$ cat src/rtl/mwb_pkg.sv
package mwb_pkg;

    localparam int APP_DW     = 32;
    localparam int APP_BYTES  = APP_DW / 8;
    localparam int SCALE_BITS = 2;

    typedef enum logic [1:0] {
        MW_32 = 2'd0,
        MW_16 = 2'd1,
        MW_8  = 2'd2
    } mw_mode_e;

    typedef enum logic [1:0] {
        SPL_LANE0 = 2'd0,
        SPL_LANE1 = 2'd1,
        SPL_LANE2 = 2'd2,
        SPL_LANE3 = 2'd3
    } split_st_e;

    typedef enum logic [1:0] {
        PCK_LANE0 = 2'd0,
        PCK_LANE1 = 2'd1,
        PCK_LANE2 = 2'd2,
        PCK_LANE3 = 2'd3
    } pack_st_e;

endpackage

$ cat src/rtl/mwb_mode_dec.sv
module mwb_mode_dec
    import mwb_pkg::*;
(
    input  logic [1:0] width_sel,
    output mw_mode_e   mode,
    output logic [1:0] shift,
    output logic [1:0] last_idx
);

    // width decode
    always_comb begin
        unique casez (width_sel)
            2'b00:   mode = MW_32;
            2'b01:   mode = MW_16;
            2'b1?:   mode = MW_8;
            default: mode = MW_8;
        endcase
    end

    always_comb begin
        unique case (mode)
            MW_32: begin shift = 2'd0; last_idx = 2'd0; end
            MW_16: begin shift = 2'd1; last_idx = 2'd1; end
            MW_8:  begin shift = 2'd2; last_idx = 2'd3; end
            default: begin shift = 2'd2; last_idx = 2'd3; end
        endcase
    end

endmodule

$ cat src/rtl/mwb_req_scale.sv
module mwb_req_scale
    import mwb_pkg::*;
#(
    parameter int AW = 24,
    parameter int LW = 9
) (
    input  logic [1:0]               shift,
    input  logic                     app_req,
    input  logic                     app_wr_n,
    input  logic [AW-1:0]            app_addr,
    input  logic [LW-1:0]            app_len,
    output logic                     app_ack,
    output logic                     dn_req,
    output logic                     dn_wr_n,
    output logic [AW+SCALE_BITS-1:0] dn_addr,
    output logic [LW+SCALE_BITS-1:0] dn_len,
    input  logic                     dn_ack
);

    localparam int DAW = AW + SCALE_BITS;
    localparam int DLW = LW + SCALE_BITS;

    logic [DAW-1:0] addr_ext;
    logic [DLW-1:0] len_ext;

    assign addr_ext = {{SCALE_BITS{1'b0}}, app_addr};
    assign len_ext  = {{SCALE_BITS{1'b0}}, app_len};

    // rescale to device-width units
    always_comb begin
        dn_addr = addr_ext << shift;
        dn_len  = len_ext << shift;
    end

    // handshakes pass through
    assign dn_req  = app_req;
    assign dn_wr_n = app_wr_n;
    assign app_ack = dn_ack;

endmodule

$ cat src/rtl/mwb_wr_split.sv
module mwb_wr_split
    import mwb_pkg::*;
(
    input  logic                 clk,
    input  logic                 rst_n,
    input  mw_mode_e             mode,
    input  logic [1:0]           shift,
    input  logic [1:0]           last_idx,
    input  logic [APP_DW-1:0]    app_wdata,
    input  logic [APP_BYTES-1:0] app_wbe_n,
    output logic                 app_wnext,
    input  logic                 eng_wnext,
    output logic [APP_DW-1:0]    eng_wdata,
    output logic [APP_BYTES-1:0] eng_wbe_n
);

    split_st_e state, state_nx;
    logic [1:0] idx;
    logic       at_last;

    assign idx     = state;
    assign at_last = (idx == last_idx);

    // state register
    always_ff @(posedge clk or negedge rst_n) begin
        if (!rst_n) state <= SPL_LANE0;
        else        state <= state_nx;
    end

    // transitions
    always_comb begin
        state_nx = state;
        if (eng_wnext) begin
            if (at_last) begin
                state_nx = SPL_LANE0;
            end else begin
                unique case (state)
                    SPL_LANE0: state_nx = SPL_LANE1;
                    SPL_LANE1: state_nx = SPL_LANE2;
                    SPL_LANE2: state_nx = SPL_LANE3;
                    SPL_LANE3: state_nx = SPL_LANE0;
                    default:   state_nx = SPL_LANE0;
                endcase
            end
        end
    end

    // next word request
    assign app_wnext = eng_wnext && at_last;

    // per byte lane selection
    for (genvar g = 0; g < APP_BYTES; g++) begin : g_lane
        logic [1:0] src;
        logic       used;
        always_comb begin
            src  = 2'((int'(idx) << (2 - int'(shift))) + g);
            used = (g < (APP_BYTES >> shift));
            if (used) begin
                eng_wdata[g*8 +: 8] = app_wdata[int'(src)*8 +: 8];
                eng_wbe_n[g]        = app_wbe_n[src];
            end else begin
                eng_wdata[g*8 +: 8] = 8'h00;
                eng_wbe_n[g]        = 1'b1;
            end
        end
    end

    p_wnext_strobe_r7: assert property (@(posedge clk) disable iff (!rst_n)
        app_wnext |-> eng_wnext);

    p_wbe_mask_r6: assert property (@(posedge clk) disable iff (!rst_n)
        (mode == MW_8) |-> (eng_wbe_n[3:1] == 3'b111));

    p_wdata_upper_r5: assert property (@(posedge clk) disable iff (!rst_n)
        (mode == MW_16) |-> (eng_wdata[31:16] == 16'h0000));

endmodule

$ cat src/rtl/mwb_rd_pack.sv
module mwb_rd_pack
    import mwb_pkg::*;
(
    input  logic              clk,
    input  logic              rst_n,
    input  mw_mode_e          mode,
    input  logic [1:0]        shift,
    input  logic [1:0]        last_idx,
    input  logic [APP_DW-1:0] eng_rdata,
    input  logic              eng_rvalid,
    input  logic              eng_rlast,
    output logic [APP_DW-1:0] app_rdata,
    output logic              app_rvalid
);

    pack_st_e state, state_nx;
    logic [1:0]        idx;
    logic              complete;
    logic              restart;
    logic [APP_DW-1:0] hold;
    logic [APP_DW-1:0] merged;

    assign idx      = state;
    assign complete = eng_rvalid && (idx == last_idx);
    assign restart  = complete || (eng_rvalid && eng_rlast);

    // lane insertion
    for (genvar g = 0; g < APP_BYTES; g++) begin : g_lane
        logic [1:0] owner;
        logic [1:0] srcb;
        always_comb begin
            owner = 2'(g >> (2 - int'(shift)));
            srcb  = 2'(g & ((APP_BYTES >> shift) - 1));
            if (owner == idx) merged[g*8 +: 8] = eng_rdata[int'(srcb)*8 +: 8];
            else              merged[g*8 +: 8] = hold[g*8 +: 8];
        end
    end

    // state register
    always_ff @(posedge clk or negedge rst_n) begin
        if (!rst_n) state <= PCK_LANE0;
        else        state <= state_nx;
    end

    // transitions
    always_comb begin
        state_nx = state;
        if (eng_rvalid) begin
            if (restart) begin
                state_nx = PCK_LANE0;
            end else begin
                unique case (state)
                    PCK_LANE0: state_nx = PCK_LANE1;
                    PCK_LANE1: state_nx = PCK_LANE2;
                    PCK_LANE2: state_nx = PCK_LANE3;
                    PCK_LANE3: state_nx = PCK_LANE0;
                    default:   state_nx = PCK_LANE0;
                endcase
            end
        end
    end

    // outputs
    always_ff @(posedge clk or negedge rst_n) begin
        if (!rst_n) begin
            hold       <= '0;
            app_rdata  <= '0;
            app_rvalid <= 1'b0;
        end else begin
            app_rvalid <= complete;
            if (complete) app_rdata <= merged;
            if (eng_rvalid) hold <= restart ? '0 : merged;
        end
    end

    p_rvalid_src_r9: assert property (@(posedge clk) disable iff (!rst_n)
        app_rvalid |-> $past(eng_rvalid));

    p_rlast_clear_r10: assert property (@(posedge clk) disable iff (!rst_n)
        (eng_rvalid && eng_rlast) |=> (state == PCK_LANE0));

    p_word_each_beat_r12: assert property (@(posedge clk) disable iff (!rst_n)
        (mode == MW_32 && eng_rvalid) |=> app_rvalid);

endmodule

$ cat src/rtl/memwidth_bridge.sv
module memwidth_bridge
    import mwb_pkg::*;
#(
    parameter int AW = 24,
    parameter int LW = 9
) (
    input  logic               clk,
    input  logic               rst_n,
    input  logic [1:0]         width_sel,
    input  logic               app_req,
    input  logic               app_wr_n,
    input  logic [AW-1:0]      app_addr,
    input  logic [LW-1:0]      app_len,
    output logic               app_ack,
    output logic               dn_req,
    output logic               dn_wr_n,
    output logic [AW+1:0]      dn_addr,
    output logic [LW+1:0]      dn_len,
    input  logic               dn_ack,
    input  logic [31:0]        app_wdata,
    input  logic [3:0]         app_wbe_n,
    output logic               app_wnext,
    input  logic               eng_wnext,
    output logic [31:0]        eng_wdata,
    output logic [3:0]         eng_wbe_n,
    input  logic [31:0]        eng_rdata,
    input  logic               eng_rvalid,
    input  logic               eng_rlast,
    output logic [31:0]        app_rdata,
    output logic               app_rvalid
);

    mw_mode_e   mode;
    logic [1:0] shift;
    logic [1:0] last_idx;

    mwb_mode_dec u_dec (
        .width_sel (width_sel),
        .mode      (mode),
        .shift     (shift),
        .last_idx  (last_idx)
    );

    mwb_req_scale #(.AW(AW), .LW(LW)) u_req (
        .shift     (shift),
        .app_req   (app_req),
        .app_wr_n  (app_wr_n),
        .app_addr  (app_addr),
        .app_len   (app_len),
        .app_ack   (app_ack),
        .dn_req    (dn_req),
        .dn_wr_n   (dn_wr_n),
        .dn_addr   (dn_addr),
        .dn_len    (dn_len),
        .dn_ack    (dn_ack)
    );

    mwb_wr_split u_wr (
        .clk       (clk),
        .rst_n     (rst_n),
        .mode      (mode),
        .shift     (shift),
        .last_idx  (last_idx),
        .app_wdata (app_wdata),
        .app_wbe_n (app_wbe_n),
        .app_wnext (app_wnext),
        .eng_wnext (eng_wnext),
        .eng_wdata (eng_wdata),
        .eng_wbe_n (eng_wbe_n)
    );

    mwb_rd_pack u_rd (
        .clk        (clk),
        .rst_n      (rst_n),
        .mode       (mode),
        .shift      (shift),
        .last_idx   (last_idx),
        .eng_rdata  (eng_rdata),
        .eng_rvalid (eng_rvalid),
        .eng_rlast  (eng_rlast),
        .app_rdata  (app_rdata),
        .app_rvalid (app_rvalid)
    );

    p_addr_low_zero_r3: assert property (@(posedge clk) disable iff (!rst_n)
        (mode == MW_8) |-> (dn_addr[1:0] == 2'b00 && dn_len[1:0] == 2'b00));

    p_len_half_r2: assert property (@(posedge clk) disable iff (!rst_n)
        (mode == MW_16) |-> (dn_len[0] == 1'b0 && dn_addr[0] == 1'b0));

endmodule

$ cat config.mk
export PLATFORM = sky130hd
export DESIGN_NAME = memwidth_bridge
export DESIGN_NICKNAME = d
export VERILOG_FILES = /design/src/rtl/mwb_pkg.sv /design/src/rtl/mwb_mode_dec.sv /design/src/rtl/mwb_req_scale.sv /design/src/rtl/mwb_wr_split.sv /design/src/rtl/mwb_rd_pack.sv /design/src/rtl/memwidth_bridge.sv
export SDC_FILE = /design/constraint.sdc
export NUM_CORES = 1
export LEC_CHECK = 0
export ABC_AREA = 1
export BUFFER_PORTS_ARGS = -buffer_cell sky130_fd_sc_hd__buf_2
export CORE_UTILIZATION = 45
export DETAILED_ROUTE_END_ITERATION = 10
export PLACE_DENSITY = 0.78
export SETUP_SLACK_MARGIN = 0.2
export SKIP_LAST_GASP = 1
export SYNTH_ARGS = -nofsm -noshare
export SYNTH_HDL_FRONTEND = slang
export SYNTH_SLANG_ARGS = --single-unit
export TNS_END_PERCENT = 20
$ cat constraint.sdc
create_clock -name clk -period 1.8 [get_ports clk]
set_input_delay 0.36 -clock clk [delete_from_list [all_inputs] [get_ports clk]]
set_output_delay 0.36 -clock clk [all_outputs]
set_load 0.1 [all_outputs]
# Yosys cells after proc, flatten, opt, wreduce, memory -nomap -nowiden
# Index checks and enable logic that the tools add are counted.
# word_totals
rom_bits,0
latchBits,0
reg_bits,69
word_cells,83
memories,0
ram_bits,0
out_inout_bits,110
# op_classes
div_mod_pow,0
multipliers,0
n_shift,15
mux,28
magnitude_cmp,8
bitwise_logic,0
addsub,5
eq_ne,14
n_reduce_logical,8
# op_table
cell,n
$shiftx 32x6->8,6
$lt 3x32->1 const A,2
$mux 8,8
$shr 1x32->2 const A,2
$shr 2x32->2 const A,2
$lt 1x32->1 const A,1
$lt 2x32->1 const A,1
$mux 32,1
$shiftx 32x5->8,1
$shl 2x32->2,1
$shr 3x2->32 const A,1
$shl 24x2->26,1
$pmux 2 s4,2
$eq 2x2->1,6
$lt 2x3->1 const B,4
$shl 9x2->11,1
$bmux 1 s2,4
$eq 2x1->1 const B,4
$eq 2x2->1 const B,4
$logic_not 2->1,4
$mux 1,8
$pmux 2 s2,2
$pmux 2 s3,1
$add 2x2->2 const B,2
other kinds (6),9

# Logic depth before layout (Yosys ltp)
# Gate-level depths: netlist of the first run.
# depth
word_depth,10
ltp_mapped,10
ltp_nobuf,8

# Modules after synthesis
# From an unflattened synthesis of the first run, not the netlist that was laid out.
# hier_totals
hier_cells,1078
area_unflattened_um2,6206.0
# by_module_without_submodules
mod,seq_area_each_um2,area_per_inst_um2,n_inst,cells_per_inst
mwb_rd_pack,1676.6,3641.0,1,533
mwb_wr_split,50.0,1529.0,1,320
mwb_req_scale,0.0,994.7,1,217
mwb_mode_dec,0.0,41.3,1,8

# Least setup slack after synthesis of the first run
# Ideal clock, no wire load.
# synth_path
kind,input to output
startpoint,input port width_sel[1]
endpoint,output port dn_addr[23]
path_buffers,1
path_slack_ns,-1.550
t_arrival_ns,2.990
cell_stages,6
path_cell_list,inv_2 nand2_2 clkbuf_2 nand2_1 o21ai_0 o21ai_0
# synth_between
elab_chain_len,5
word_cells_on_any_way,7
cone_classes,2 x eq/ne; 1 x shift; 2 x mux; 2 x reduce/logical
# synth_lines
element,line_no,rtl
from (decl),memwidth_bridge.sv:9,"input logic [1:0] width_sel,"
$eq 2x1->1 or $logic_not 2->1 (tied branches),mwb_mode_dec.sv:12,unique casez (width_sel)
$pmux 2 s3 (*),mwb_mode_dec.sv:12,
$eq 2x1->1 or $logic_not 2->1 (tied branches),mwb_mode_dec.sv:21,unique case (mode)
$pmux 2 s2 (*),mwb_mode_dec.sv:21,
$shl 24x2->26 (*),mwb_req_scale.sv:31,dn_addr = addr_ext << shift;
to (decl),memwidth_bridge.sv:17,"output logic [AW+1:0] dn_addr,"
# Every way passes the cells marked *; elsewhere a longest branch is shown, timed or not.

# Worst setup path after layout of the first run
# layout_path
startpoint,"register u_wr.state[0], in the netlist u_wr.idx[0]"
endpoint,output port eng_wdata[9]
# layout_between
elab_chain_len,4
# layout_lines
element,line_no,rtl
from (decl),mwb_wr_split.sv:17,"split_st_e state, state_nx;"
from (signal assigned),mwb_wr_split.sv:27,else state <= state_nx;
$shl 2x32->2,mwb_wr_split.sv:56,src = 2'((int'(idx) << (2 - int'(shift))) + g);
$add 2x2->2,mwb_wr_split.sv:56,
$shiftx 32x6->8,mwb_wr_split.sv:59,eng_wdata[g*8 +: 8] = app_wdata[int'(src)*8 +: 8];
$mux 8,mwb_wr_split.sv:58,if (used) begin
to (decl),memwidth_bridge.sv:24,"output logic [31:0] eng_wdata,"
# Every way passes these cells.

==> impl_metrics.csv, run 1 <==
group,metric,value,unit
sta,rsz0062_at_grt,"true",
power_and_ir_drop,peakVddDrop,0.00163,V
power_and_ir_drop,p_sw_frac,0.604,
power_and_ir_drop,pwr-share-clk,0.088,
synth,synth.avg_cell_area,6.45,µm²
placement,port_buffers,214,
clock_network,clk_latency,0.35,ns
synth,synth-xor-area-share,0,
cells_and_area,drive_above_1_share,0.494,
detailed_routing,routed_via_density,6.20,
power_and_ir_drop,combPwrFrac,0.758,
synth,synth_edf_count,0,
sta,skew,0.00779,ns
clock_network,cts-root-buf,"clkbuf_8",
detailed_routing,via_count,6789,
global_routing,grt_pass1_wl,31300,µm
synth,ys_ff_latch,61,
cells_and_area,seq_area,1530,µm²
synth,synthAdderAreaFrac,0.0111,
synth,async_flop_share,1.00,
sta,min_period,2.49,ns
detailed_routing,met2_length,12100,µm
power_and_ir_drop,seqPwrFrac,0.154,
power_and_ir_drop,power_density,1530,nW/µm²
detailed_routing,first_iter_violations,787,
worst_setup_path,worst_ep_required_time,1.44,ns
synth,synth_cells,701,
placement,dp_slack,-0.177,ns
sta,worst_pin_slew,0.667,ns
synth,ys.warnings.count,0,
worst_setup_path,crit_fanout,11,
sta,hold_ws,0.0121,ns
die,start_util,0.462,
global_routing,gr-usage-all-layers,0.400,
detailed_routing,avgRoutedWirePerCell,24.4,µm
worst_setup_path,critPathCaptureType,"primary output",
global_routing,antenna_found_initial,2,
die,fp.coreArea,9770,µm²
sta,hold_viol_final,0,
global_routing,grt_max_degree,62,
detailed_routing,drt_wl_total,26700,µm
power_and_ir_drop,p_leak,0.00428,µW
hold_path,hold_class,"input port to async pin",
cells_and_area,area_delta_synth_final,94.9,%
power_and_ir_drop,internal-power,5320,µW
outcome,status,"finished, violations left",
clock_network,htree_num_levels,3,
sta,setup_ws,-0.690,ns
detailed_routing,ant_nets,0,
synth,synth_compound_area_frac,0.188,
synth,yosys_most_used_dff,"dfrtp_1",
clock_network,clkTransAtPathRegs,0.07,ns
synth,syn_area,4520,µm²
worst_setup_path,critPathKind,"register to primary output",
placement,finalWeightedCongestion,0.917,
cells_and_area,multi_input_area,3560,µm²
global_routing,overflow,0,
synth,synth_simple_gate_area_frac,0.355,
sta,drv_slew,0,
detailed_routing,met1Wirelength,8560,µm
detailed_routing,top_layer,"met5",
worst_setup_path,critical_path_arrival,2.13,ns
clock_network,cts_tree,"done",
detailed_routing,route.met3.wl,3400,µm
synth,synth.distinct_cells,32,
detailed_routing,drtPass1Iterations,8,
sta,finalSetupViolCount,74,
detailed_routing,drc,0,
sta,maxSlewHeadroom,0.556,
clock_network,numClockSinks,61,
global_routing,grt_pass1_vias,5926,
clock_network,cts.path.max_buffers,2,
synth,synth_top_family_by_area,"simple AND/OR/NAND/NOR gates",
die,num_io_pins,221,
sta,fin_crit_sh,1.38,
worst_setup_path,critPathLaunchType,"register",
clock_network,cts_buffers,9,
cells_and_area,finalNetCount,1071,
power_and_ir_drop,power.switching,8130,µW
outcome,failed_checks,"setup timing",
cells_and_area,fillers,392,
die,die_area,10500,µm²
die,die_height,102,µm
job,drv_cap,0,
synth,seq_area_frac_synth,0.338,
synth,yosys-mux-area-fraction,0,
placement,dp_hpwl,14800,µm
die,die_w,102,µm
die,num_rows,36,
synth,synth_nets,816,
sta,timing.fmax,402,MHz
routing by layer:
metal,vias to the layer above,track usage
li1,2766,-
met1,3105,0.436
met2,659,0.645
met3,255,0.153
met4,4,0.273
met5,-,0.00962
path summary, 6_finish.rpt:
| kind | startpoint | cells past startpoint | slack, ns | endpoint |
|---|---|---|---|---|
| setup / recovery | u_wr.idx[0] | 8 | -0.69 | eng_wdata[9] |
| max in group asynchronous | rst_n | 2 | 1.50 | u_wr.idx[0] |
| hold reg to reg | u_rd.app_rdata[14] | 2 | 0.48 | u_rd.app_rdata[14] |
| min in group clk | eng_wnext | 2 | 0.24 | u_wr.idx[1] |
| hold / removal | rst_n | 2 | 0.01 | u_rd.app_rdata[11] |
| setup reg to reg | u_rd.idx[1] | 7 | 0.25 | u_rd.app_rdata[12] |
worst max-delay path, cell delays in order, from the launching register on:
cell and delay, ns:
dfrtp_2 0.45, nand2_8 0.13, buf_12 0.18, nor2_1 0.40, a21oi_2 0.08, nand3_1 0.12, nand2_1 0.09, nor2_4 0.12
buf_12 0.18
through the flow:
| stage | power [µW] | std cells | area [µm²] | utilization | setup TNS (ns) |
|---|---|---|---|---|---|
| 2_1_floorplan | 8620 | 701 | 5510 | - | -5.11 |
| 3_3_place_gp | 10900 | 1055 | 8040 | 0.823 | -3.04 |
| 3_5_place_dp | 11100 | 1055 | 8040 | 0.823 | -5.95 |
| 4_1_cts | 12400 | 1071 | 8300 | 0.850 | -13.89 |
| 5_1_grt | 13900 | 1095 | 8810 | 0.901 | -24.58 |
| 6_report | 13400 | 1095 | 8810 | 0.901 | -21.79 |
sequential cells by signal (all words and copies together) (netlist names):
signal	flops
u_wr.idx	2
u_rd.idx	2
u_rd.app_rvalid	1
u_rd.app_rdata	32
u_rd.hold	24
cell usage after synthesis (10+ instances only):
cell      instances  area, µm²
inv_1            57        214
dfrtp_1          61       1530
nand2_1         283       1060
nand3_1          20        100
buf_2            13       65.1
buf_4            10       75.1
a21oi_1          16       80.1
nor2_1           53        199
o21ai_0          51        255
a22oi_1          18        135
clkbuf_1         12       45.0
o22ai_1          11       68.8
o21ai_1          30        150
kinds of logic (layout without fill, tap and decap cells):
family                   Yosys count  after routing
buffers and inverters            105            363
AND/OR/NAND/NOR                  386            386
AO/OA/AOI/OAI                    145            145
other                              0              3
flip-flops                        61             61
adder cells (fa/ha/maj)            4              4
layout by cell type (no fill, tap or decap), types with 10 or more instances in the layout:
cell type,Yosys,final
clkbuf_8,0,10
dfrtp_1,61,60
nor2_1,53,29
o21ai_1,30,19
buf_4,10,44
o21ai_0,51,21
nand2_2,7,38
buf_12,0,90
o21ai_4,0,36
nand2_1,283,245
a21oi_1,16,12
nor2_4,0,24
a21oi_2,7,10
nand3_1,20,14
inv_1,57,49
buf_2,13,140
power groups by stage:
stage,combinational [µW],sequential (µW),clock [µW]
CTS,9140,2050,1180
detailed placement,9000,2070,0
global placement,8820,2030,0
global route,10500,2120,1240
finish,10200,2080,1180
floorplan,4160,4460,0
area by class of cell:
type | instances | area share
clock inverter | 2 | 0.00398
antenna | 3 | 0.000852
inverter | 62 | 0.0320
timing repair buffer | 287 | 0.350
clock buffer | 12 | 0.0165
multi-input combinational | 535 | 0.405
tap | 133 | 0.0189
sequential | 61 | 0.173
timing repair:
item                       4_1_cts  5_1_grt
gates resized for setup          6       58
hold buffers                     0        0
cloned                           2        6
buffers inserted                 0       15
setup endpoints to repair       74       90
pin swaps                        0       22
Power figures use the tool's default switching activity.
==> run 2: changes to the inputs <==
--- a/config.mk
+++ b/config.mk
@@ -9,10 +9,11 @@
 export BUFFER_PORTS_ARGS = -buffer_cell sky130_fd_sc_hd__buf_2
 export CORE_UTILIZATION = 45
 export DETAILED_ROUTE_END_ITERATION = 10
-export PLACE_DENSITY = 0.78
+export PLACE_DENSITY = 0.73
 export SETUP_SLACK_MARGIN = 0.2
 export SKIP_LAST_GASP = 1
 export SYNTH_ARGS = -nofsm -noshare
 export SYNTH_HDL_FRONTEND = slang
+export SYNTH_HIERARCHICAL = 1
 export SYNTH_SLANG_ARGS = --single-unit
 export TNS_END_PERCENT = 20
==> run 2 against run 1 <==
- the run still ends with setup timing left
- register-to-register slack worse by 0.09 ns
- power rose by 9.6%
- utilization decreased by 15 points
- highest routed layer is now met4
- clock skew is 0.00070 ns lower
- count of clock-buffer cells in the layout fell by 2
- area after synthesis is 37% higher
==> impl_metrics.csv, run 2 <==
group,metric,value,unit
outcome,status,"finished, violations left",
outcome,failed_checks,"setup timing",
worst_setup_path,slowest_stage,"ha_4",
worst_setup_path,critPathLaunchType,"input port",
die,num_rows,42,
sta,timing.fmax,386,MHz
worst_setup_path,worstPathCellList,"buf_8 -> nor2_4 -> inv_2 -> ha_4 -> nand2_4 -> nor2_4 -> buf_4 -> nand3b_1 -> nand2_1 -> inv_1 -> nor2_2 -> nor2_4 -> buf_12",
worst_setup_path,worst_ep_required_time,1.44,ns
detailed_routing,drt_wl_total,22700,µm
clock_network,cts-root-buf,"clkbuf_16",
synth,syn_area,6200,µm²
detailed_routing,drtPass1Iterations,8,
power_and_ir_drop,power_density,1460,nW/µm²
die,die_height,119,µm
global_routing,grt_pass1_wl,33700,µm
worst_setup_path,crit_fanout,16,
power_and_ir_drop,p_leak,0.00563,µW
synth,synth_nets,1199,
worst_setup_path,critical_path_arrival,2.23,ns
power_and_ir_drop,power.switching,8700,µW
power_and_ir_drop,seqPwrFrac,0.157,
die,die_area,14200,µm²
sta,finalSetupViolCount,118,
job,drv_cap,0,
sta,rsz0062_at_grt,"true",
clock_network,htree_num_levels,3,
placement,port_buffers,214,
sta,maxSlewHeadroom,0.618,
cells_and_area,stdcell_area,10100,µm²
cells_and_area,drive_above_1_share,0.360,
cells_and_area,finish.utilization,0.756,
cells_and_area,finalNetCount,1433,
die,fp.coreArea,13300,µm²
detailed_routing,routed_via_density,5.25,
clock_network,clk_latency,0.33,ns
power_and_ir_drop,peakVddDrop,0.00152,V
worst_setup_path,critPathKind,"input port to primary output",
sta,setup_ws,-0.791,ns
power_and_ir_drop,power,14700,µW
sta,worst_pin_slew,0.573,ns
placement,dp_slack,-0.694,ns
placement,dpl_cell_area,8980,µm²
clock_network,clkTransAtPathRegs,0.06,ns
detailed_routing,via_count,7838,
sta,drv_slew,0,
hold_path,hold_class,"input port to async pin",
synth,synth_cells,1077,
detailed_routing,ant_nets,0,
cells_and_area,area_delta_synth_final,62.8,%
sta,hold_viol_final,0,
detailed_routing,first_iter_violations,859,
placement,dp_hpwl,15100,µm
worst_setup_path,cp_top_family,"simple AND/OR/NAND/NOR gates",
clock_network,numClockSinks,69,
worst_setup_path,crit_buf_inv,5,
power_and_ir_drop,combPwrFrac,0.723,
global_routing,grt_max_degree,70,
die,start_util,0.464,
cells_and_area,reg_top3,"u_rd/app_rdata x32, u_rd/hold x32",
sta,skew,0.00708,ns
clock_network,cts.path.max_buffers,2,
detailed_routing,drc,0,
detailed_routing,avgRoutedWirePerCell,15.2,µm
die,die_w,119,µm
global_routing,overflow,0,
worst_setup_path,critical-path-max-stage-delay,0.30,ns
sta,min_period,2.59,ns
power_and_ir_drop,internal-power,6040,µW
global_routing,grt_pass1_vias,6917,
cells_and_area,final_common_cell,"nand2_1",
power_and_ir_drop,pwr-share-clk,0.120,
worst_setup_path,crit_top_cell,"nor2_4",
clock_network,cts_tree,"done",
clock_network,cts_buffers,9,
synth,ys.warnings.count,6,
sta,fin_crit_sh,1.44,
cells_and_area,fillers,944,
global_routing,antenna_found_initial,2,
placement,finalWeightedCongestion,0.972,
global_routing,gr-usage-all-layers,0.292,
cells_and_area,layout_common_cells,"nand2_1 (491), buf_2 (138), nand3_1 (107)",
synth,synth.avg_cell_area,5.76,µm²
worst_setup_path,critPathCaptureType,"primary output",
power_and_ir_drop,p_sw_frac,0.590,
die,num_io_pins,221,
-- run 2: worst reg2reg max path: cells and delay by family, from the launching register on --
kind	cells	cell delay (ns)
simple gates	5	0.55
flops	1	0.45
buf+inv	2	0.58
-- run 2: cell type report --
class / count / area [µm²] / area share
clock buffers: 10 / 229 / 0.0227
clock inverters: 6 / 71.3 / 0.00707
well taps: 176 / 220 / 0.0218
inverters: 121 / 467 / 0.0463
diodes: 2 / 5.00 / 0.000496
repair buffers: 277 / 2900 / 0.287
flip-flops and latches: 69 / 1730 / 0.171
multi-input cells: 833 / 4470 / 0.443
-- run 2: metrics by stage --
step / cells / TNS [ns] / hold slack, ns
final: 1494 / -34.70 / 0.0285
after floorplan: 1077 / -49.69 / 0.0644
after global placement: 1459 / -47.51 / 0.407
after CTS: 1487 / -29.63 / 0.0538
after global routing: 1494 / -46.55 / 0.0621
after detailed placement: 1459 / -50.35 / 0.411
-- run 2: routing by layer --
layer | track usage | vias to the layer above | wire [µm]
li1 | - | 3752 | -
met1 | 0.399 | 3552 | 9150
met2 | 0.477 | 455 | 10800
met3 | 0.0445 | 79 | 2010
met4 | 0.0859 | 0 | 751
met5 | 0 | - | 0
-- run 2: power by group through the flow --
stage               sequential, µW  clock (µW)  combinational [µW]
global placement              2320           0                9560
global route                  2380        1860               11100
floorplan                     4870           0                4550
finish                        2310        1770               10700
detailed placement            2320           0                9630
CTS                           2310        1800               10200
-- run 2: path summary, 6_finish.rpt --
kind                                    from            endpoint  slack [ns]  cells after the start
setup / recovery                width_sel[1]       eng_wdata[28]       -0.79                     13
max in group asynchronous              rst_n  u_rd/app_rdata[25]        1.46                      2
hold / removal                         rst_n  u_rd/app_rdata[12]        0.03                      2
setup reg to reg                 u_rd/idx[0]  u_rd/app_rdata[31]        0.16                      7
hold reg to reg            u_rd/app_rdata[7]   u_rd/app_rdata[7]        0.47                      2
min in group clk                   eng_wnext         u_wr/idx[0]        0.31                      2
-- run 2: what timing repair did --
action / 4_1_cts / 5_1_grt
cloned: 8 / 2
buffers inserted: 4 / 3
hold buffers: 0 / 0
resized for setup: 96 / 70
endpoints found under the hold margin: 0 / 0
endpoints found under the setup margin: 122 / 138
pin swaps: 16 / 35
